File: src/rtl/psw_pkg.sv
package psw_pkg;
  localparam int PSW_W = 16;

  typedef logic [1:0] mode_t;

  typedef struct packed {
    mode_t      cur;
    mode_t      prv;
    logic       rs;
    logic [2:0] pri;
    logic       t;
    logic       n;
    logic       z;
    logic       v;
    logic       c;
  } psw_state_t;

  function automatic mode_t fold_mode(mode_t m);
    return (m == 2'd2) ? 2'd3 : m;
  endfunction

  function automatic logic [PSW_W-1:0] pack_psw(psw_state_t s);
    return {s.cur, s.prv, s.rs, 3'b000, s.pri, s.t, s.n, s.z, s.v, s.c};
  endfunction
endpackage

File: src/rtl/psw_load_unit.sv
module psw_load_unit
  import psw_pkg::*;
(
  input  psw_state_t       cur_q,
  input  logic             ld_rti,
  input  logic             ld_trap,
  input  logic             ld_bus,
  input  logic [PSW_W-1:0] ld_value,
  output logic             load_any,
  output psw_state_t       nxt
);
  logic [PSW_W-1:0] word;
  logic             priv;

  // Source arbitration: trap entry, then return, then bus write.
  always_comb begin
    load_any = ld_trap | ld_rti | ld_bus;
    if (ld_trap) begin
      word = ld_value | {2'b00, cur_q.cur, 12'h000};
      priv = 1'b1;
    end else if (ld_rti) begin
      word = ld_value;
      priv = (cur_q.cur == 2'd0);
    end else begin
      word = ld_value | {2'b00, cur_q.cur, 12'h000};
      priv = 1'b1;
    end
  end

  always_comb begin
    nxt   = cur_q;
    nxt.c = word[0];
    nxt.v = word[1];
    nxt.z = word[2];
    nxt.n = word[3];
    nxt.t = word[4];
    if (priv) begin
      nxt.pri = word[7:5];
      nxt.rs  = word[11];
      nxt.prv = word[13:12];
      nxt.cur = fold_mode(word[15:14]);
    end else begin
      nxt.rs  = cur_q.rs | word[11];
      nxt.prv = cur_q.prv | word[13:12];
      nxt.cur = fold_mode(cur_q.cur | word[15:14]);
    end
  end
endmodule

File: src/rtl/psw_sp_bank.sv
module psw_sp_bank
  import psw_pkg::*;
#(
  parameter int DW = 16
) (
  input  logic          clk,
  input  logic          rst,
  input  mode_t         old_mode,
  input  mode_t         new_mode,
  input  logic          wr_en,
  input  logic [DW-1:0] wr_data,
  output logic [DW-1:0] sp
);
  localparam int NMODES = 4;

  logic [DW-1:0] shadow [NMODES];

  always_ff @(posedge clk) begin
    if (rst) begin
      sp <= '0;
      for (int i = 0; i < NMODES; i++) shadow[i] <= '0;
    end else if (new_mode != old_mode) begin
      shadow[old_mode] <= wr_en ? wr_data : sp;
      sp               <= shadow[new_mode];
    end else if (wr_en) begin
      sp <= wr_data;
    end
  end
endmodule

File: src/rtl/psw_gpr_bank.sv
module psw_gpr_bank #(
  parameter int DW    = 16,
  parameter int NREG  = 6,
  parameter int NSETS = 2,
  parameter int RA_W  = 3
) (
  input  logic            clk,
  input  logic            rst,
  input  logic            set_sel,
  input  logic            wr_en,
  input  logic [RA_W-1:0] wr_addr,
  input  logic [DW-1:0]   wr_data,
  input  logic [RA_W-1:0] rd_addr,
  output logic [DW-1:0]   rd_data
);
  localparam int DEPTH = NSETS * NREG;
  localparam int IW    = $clog2(DEPTH);

  logic [DW-1:0] mem [DEPTH];
  logic [IW-1:0] widx;
  logic [IW-1:0] ridx;
  logic          wr_ok;
  logic          rd_ok;

  always_comb begin
    widx  = IW'(int'(set_sel) * NREG + int'(wr_addr));
    ridx  = IW'(int'(set_sel) * NREG + int'(rd_addr));
    wr_ok = wr_en && (int'(wr_addr) < NREG);
    rd_ok = (int'(rd_addr) < NREG);
  end

  always_ff @(posedge clk) begin
    if (rst) begin
      for (int i = 0; i < DEPTH; i++) mem[i] <= '0;
      rd_data <= '0;
    end else begin
      if (wr_ok) mem[widx] <= wr_data;
      rd_data <= rd_ok ? mem[ridx] : '0;
    end
  end
endmodule

File: src/rtl/psw_ctrl.sv
module psw_ctrl
  import psw_pkg::*;
#(
  parameter int DW   = 16,
  parameter int NREG = 6,
  parameter int RA_W = $clog2(NREG)
) (
  input  logic             clk,
  input  logic             rst,
  input  logic             ld_rti,
  input  logic             ld_trap,
  input  logic             ld_bus,
  input  logic [PSW_W-1:0] ld_value,
  input  logic             sp_wr_en,
  input  logic [DW-1:0]    sp_wr_data,
  input  logic             gpr_wr_en,
  input  logic [RA_W-1:0]  gpr_wr_addr,
  input  logic [DW-1:0]    gpr_wr_data,
  input  logic [RA_W-1:0]  gpr_rd_addr,
  output logic [PSW_W-1:0] psw,
  output logic [1:0]       cur_mode,
  output logic [DW-1:0]    sp,
  output logic [DW-1:0]    gpr_rd_data
);
  localparam int NSETS = 2;

  psw_state_t state_q;
  psw_state_t state_d;
  logic       load_any;
  mode_t      mode_next;

  psw_load_unit u_load (
    .cur_q    (state_q),
    .ld_rti   (ld_rti),
    .ld_trap  (ld_trap),
    .ld_bus   (ld_bus),
    .ld_value (ld_value),
    .load_any (load_any),
    .nxt      (state_d)
  );

  always_ff @(posedge clk) begin
    if (rst) state_q <= '0;
    else if (load_any) state_q <= state_d;
  end

  assign mode_next = load_any ? state_d.cur : state_q.cur;

  psw_sp_bank #(.DW(DW)) u_sp (
    .clk      (clk),
    .rst      (rst),
    .old_mode (state_q.cur),
    .new_mode (mode_next),
    .wr_en    (sp_wr_en),
    .wr_data  (sp_wr_data),
    .sp       (sp)
  );

  psw_gpr_bank #(.DW(DW), .NREG(NREG), .NSETS(NSETS), .RA_W(RA_W)) u_gpr (
    .clk     (clk),
    .rst     (rst),
    .set_sel (state_q.rs),
    .wr_en   (gpr_wr_en),
    .wr_addr (gpr_wr_addr),
    .wr_data (gpr_wr_data),
    .rd_addr (gpr_rd_addr),
    .rd_data (gpr_rd_data)
  );

  assign psw      = pack_psw(state_q);
  assign cur_mode = state_q.cur;
endmodule

File: config.mk
export PLATFORM = sky130hd
export DESIGN_NAME = psw_ctrl
export DESIGN_NICKNAME = d
export VERILOG_FILES = /design/src/rtl/psw_pkg.sv /design/src/rtl/psw_load_unit.sv /design/src/rtl/psw_sp_bank.sv /design/src/rtl/psw_gpr_bank.sv /design/src/rtl/psw_ctrl.sv
export SDC_FILE = /design/constraint.sdc
export NUM_CORES = 1
export LEC_CHECK = 0
export ABC_AREA = 0
export ABC_CLOCK_PERIOD_IN_PS = 4000
export BUFFER_PORTS_ARGS = -buffer_cell sky130_fd_sc_hd__buf_2
export CAP_MARGIN = 20
export CORE_MARGIN = 1
export CORE_UTILIZATION = 32
export CTS_BUF_LIST = sky130_fd_sc_hd__clkbuf_8
export DETAILED_ROUTE_END_ITERATION = 12
export SETUP_SLACK_MARGIN = 0.3
export SLEW_MARGIN = 20
export SYNTH_ARGS = -nofsm -noshare
export SYNTH_HDL_FRONTEND = slang
export SYNTH_HIERARCHICAL = 1
export SYNTH_SLANG_ARGS = --single-unit
File: constraint.sdc
create_clock -name clk -period 4 [get_ports clk]
set_input_delay 0.6 -clock clk [delete_from_list [all_inputs] [get_ports clk]]
set_output_delay 0.6 -clock clk [all_outputs]
set_load 0.01 [all_outputs]
* Word-level counts from Yosys, hierarchy flattened
Memories as Yosys holds them, arrays and structs flattened. A register that Yosys moved wholly into a read port is not among the register bits. Cells that the tools add are included.
Storage, ports and cells: memories kept 2, bits of input ports 61, bits in registers 29, memory bits (writable) 256, logic and storage cells 57, bits in latches 0, memory bits (read-only) 0, output and inout port bits 50
Operators by class: muxes and demuxes 24, shift operators 0, add/subtract/negate cells 2, div/mod/pow operators 0, eq/ne operators 3, bitwise gates (word level) 7, multipliers 1, reduce and logical (&&, ||, !) cells 6, $lt $le $gt $ge 2
Memory list:
- u_gpr.mem | depth 12, width 16, read ports 1, clocked after Yosys merged registers in 1, wr ports 12, line psw_gpr_bank.sv:19 | logic [DW-1:0] mem [DEPTH];
- u_sp.shadow | depth 4, width 16, read ports 1, clocked after Yosys merged registers in 0, wr ports 4, line psw_sp_bank.sv:16 | logic [DW-1:0] shadow [NMODES];
Operators with widths (count):
- two-way mux 16 bit | 6
- OR reduction 16 bit | 2
- OR 16 x 14 -> 16 bit | 1
- two-way mux 1 bit | 12
- two-way mux 2 bit | 4
- < comparator 3 bit, second input constant | 2
- two-way mux 5 bit | 1
- adder 4 x 3 -> 4 bit | 1
- adder 4 bit | 1
- == test 2 bit, second input constant | 2
- two-way mux 4 bit | 1
- OR 2 bit | 2
- multiplier 1 x 2 -> 3 bit, second input constant | 1
- OR 1 bit | 3
- zero test 2 bit | 1
- != test 2 bit | 1
- AND reduction 2 bit | 1
- OR reduction 2 bit | 1
- logical AND 1 bit | 1
- inverter 1 bit | 1

* Depth between registers and ports, before layout
depth in word-level cells 14, mapped depth 9, depth with buffers taken out 7

* Modules after synthesis
Netlist, hierarchy kept.
By module, submodules not included:
- psw_gpr_bank | area an instance 11730.0 um^2, cells each 686, seq. area each 8007.7 um^2, instances 1
- psw_sp_bank | area an instance 3439.5 um^2, cells each 239, seq. area each 2242.2 um^2, instances 1
- psw_ctrl | area an instance 538.0 um^2, cells each 48, seq. area each 260.2 um^2, instances 1
- psw_load_unit | area an instance 173.9 um^2, cells each 20, seq. area each 0.0 um^2, instances 1

* Least setup slack after synthesis
OpenSTA, ideal clock, no wires.
path kind input port to flip-flop, from input port gpr_wr_addr[1], to memory u_gpr.mem[10][0], enable pin, data arrival time 2.653 ns, required time 3.623 ns, path slack 0.971 ns, buffers on the path 3, setup time 0.377 ns, stages 7, cells stage by stage ha_1 fa_1 or4b_1 buf_2 buf_6 buf_6 o21bai_2
RTL lines:
- start: declaration | line psw_ctrl.sv:17 | input logic [RA_W-1:0] gpr_wr_addr,
- end: declaration | line psw_gpr_bank.sv:19

==> metrics.md <==
| Metric | Value |
|---|---|
| Power per cell area | around 460 nW/um2 |
| Via Count | a little under 9000 |
| CTS Root Cell | clkbuf_8 |
| Initial Util | around 32% |
| Ys async rst share | 0% |
| Final instance area | around 18000 um2 |
| Post-route minimum period | ~3200 ps |
| Data required, critical path | roughly 4300 ps |
| Mux contribution to synthesized area | between 10% and 20% |
| CTS Sinks | 365 |
| Largest net degree at the start of global routing | 66 |
| Final worst setup slack | between 800 and 900 ps |
| Worst Skew | about 60 ps |
| Fin crit share | between 70 and 80% |
| Mapped Cells | 993 |
| Pins Over Slew Limit | 0 |
| Final setup vio count | 0 |
| Worst-Skew Late Latency | 670 ps |
| Synth warn | 6 |
| Status | finished, final reports clean |
| CP Max Fanout | 65 |
| Global-route wire length before repair | around 55000 um |
| DRT Pass-1 Iters | 5 |
| Register area share after synthesis | 66.2% |
| Worst-path clk slew | ~60 ps |
| Antenna Cells | 0 |
| Placeable Area | about 49000 um2 |
| Worst Setup Path Type | flop to flop |
| Total GRT Usage | 14.7% |
| Die Ht | between 200 and 250 um |
| Post-Synth XOR/XNOR Area | 0.158% |
| Reg2reg setup slack | between 800 and 900 ps |
| Resize count post-CTS | 0 |
| CP startpoint kind | flop |
| IO Pins | 111 |
| Max Root-Sink Buffers | 3 |
| Via-per-instance ratio | 4.77 |
| Cell leakage power | 6.90 nW |
| Dpl ws | ~590 ps |
| Synthesized area | approximately 16000 um2 |
| DRT iter0 DRCs | 574 |
| Number of max-cap violations | 0 |
| Largest family of logic cells by synthesized area | multiplexers |
| Hold-fix buffers, CTS | 0 |
| Layout Nets | 1189 |
| Number of global-route vias before repair | approximately 9000 |
| Routed Wire Length | 36500 um |
| FF+latch count, synth | ~370 |
| Synth cell types | 44 |
| Setup repair bufs after CTS | 0 |
| TritonCTS clock tree | done |
| Worst VDD drop | between 0.0002 and 0.0003 V |
| Num CTS Buffers | slightly above 60 |
| Synth top area share | between 60% and 70% |
| RSZ-0062 raised after global routing | false |
| Rows | around 80 |
| PortBufs | 104 |
| Post-synth EDFFs | 320 |
| Die area | ~51000 um2 |
| Synth area leaders | edfxtp_1 (61%), mux4_2 (11%), dfxtp_1 (5.7%), and2_1 (5.1%), mux2i_1 (3.7%) |
| Share of cells above drive strength 1 | between 30% and 40% |
| Placement Cell Area | between 15000 and 20000 um2 |
| Tightest Hold Check Type | input pin to flop |
| Final hold vios | 0 |
| Slew headroom | 36.9% |
| Most common cell in the netlist | edfxtp_1 |
| Post-Synth Simple-Gate Area | 11.6% |
| Peak Freq | between 0.3 and 0.4 GHz |
| Setup crit end kind | flop |
| GP Congestion | approximately 0.74 |
| Hpwl dp | 22300 um |
| Mean routed wirelength per cell | a little under 20 um |
| GRT Residual Overflow | 0 |
| Prevailing post-synth register cell | edfxtp_1 |
| Setup TNS | 0 ps |
| Compound-Gate Fraction of Synth Area | 2.30% |
| Die X | around 220 um |
| Tightest Pin Transition | around 950 ps |
| Antenna-violating nets left | 0 |
| Post-synthesis average cell area | 16.0 um2 |
| Top post-synthesis cells by count | edfxtp_1 (320), and2_1 (129), nor2_1 (83) |
| Clock H-tree levels | 2 |
| Synth Area in Adders | 0.488% |
| Worst Path Arrival | around 3500 ps |
| # DRC | 0 |
| Initial antenna violation count | 0 |
| Leading area contributor after synthesis | edfxtp_1 |
| Layout area overhead | 15.2% |
[sequential cells by signal (all words and copies together) (netlist names)]
signal and count:
u_gpr/mem 256, u_sp/sp 16, psw 11, u_gpr/rd_data 16, cur_mode 2, u_sp/shadow 64
[worst max-delay path, cell delays in order, from the launching register on]
cell and delay (ps):
dfxtp_1 530, ha_1 240, fa_1 440, or4b_2 780, buf_4 370, o21bai_2 240, buf_4 230
[cells in the final DEF (no fill, tap or decap), types with 3 or more instances in the layout]
master    count
and2_1      129
buf_4        34
edfxtp_1    320
clkbuf_8     71
or2_2         8
o21bai_2      4
nand2b_1      9
nor4_2        8
clkinv_2      4
nand2_1       3
nor3_2       16
nor3_1       49
mux2_4        5
nor2_1       83
dfxtp_1      45
buf_12        3
inv_1        72
clkinv_1      4
mux2i_1      59
nor2b_4       3
o22ai_1      28
buf_2       103
o22ai_2       4
mux4_2       78
a21oi_1       3
conb_1        3
[kinds of logic after synthesis]
logic type / Yosys count
flops: 365
simple gates: 317
mux: 144
buf+inv: 112
compound gates: 47
fa+ha+maj: 5
xor+xnor: 2
other cells: 1
[through the flow]
step	hold WS, ps	power (mW)	cells	utilization, %
floorplan	528	5.06	995	-
global placement	470	5.39	1724	35.0
detailed placement	482	5.41	1724	35.0
CTS	151	8.55	1840	37.4
global route	168	8.78	1840	37.4
finish	218	8.43	1840	37.4
[metal layers]
layer	part of all wire (%)	global-route usage, %	vias to the layer above
met1	43	19.5	4459
met4	2.5	5.24	0
met5	0	0	-
met3	5.8	2.70	63
met2	49	24.3	244
li1	-	-	4003
[report_power, final]
group,leakage (nW),internal [mW],switching (mW)
Combinational,2.59,0.363,0.553
Clock,0.732,1.62,1.50
Sequential,3.58,4.34,0.0597
Total,6.90,6.32,2.11
[path summary, 6_finish.rpt]
| check | cells past startpoint | endpoint | start |
|---|---|---|---|
| setup / recovery | 6 | u_gpr/mem[8][0] | psw[11] |
| setup reg to reg | 6 | u_gpr/mem[8][0] | psw[11] |
| hold reg to reg | 2 | psw[4] | psw[4] |
| hold / removal | 3 | psw[0] | ld_value[0] |
[layout make-up]
| class | instances | area (um2) |
|---|---|---|
| clock inverter | 45 | 194 |
| inverter | 37 | 139 |
| multi-input combinational | 518 | 4820 |
| sequential | 365 | 10500 |
| clock buffer | 71 | 977 |
| fill | 4617 | 30600 |
| timing repair buffer | 140 | 831 |
| tap | 664 | 831 |
Note: power is estimated with default switching activity, not from simulation.
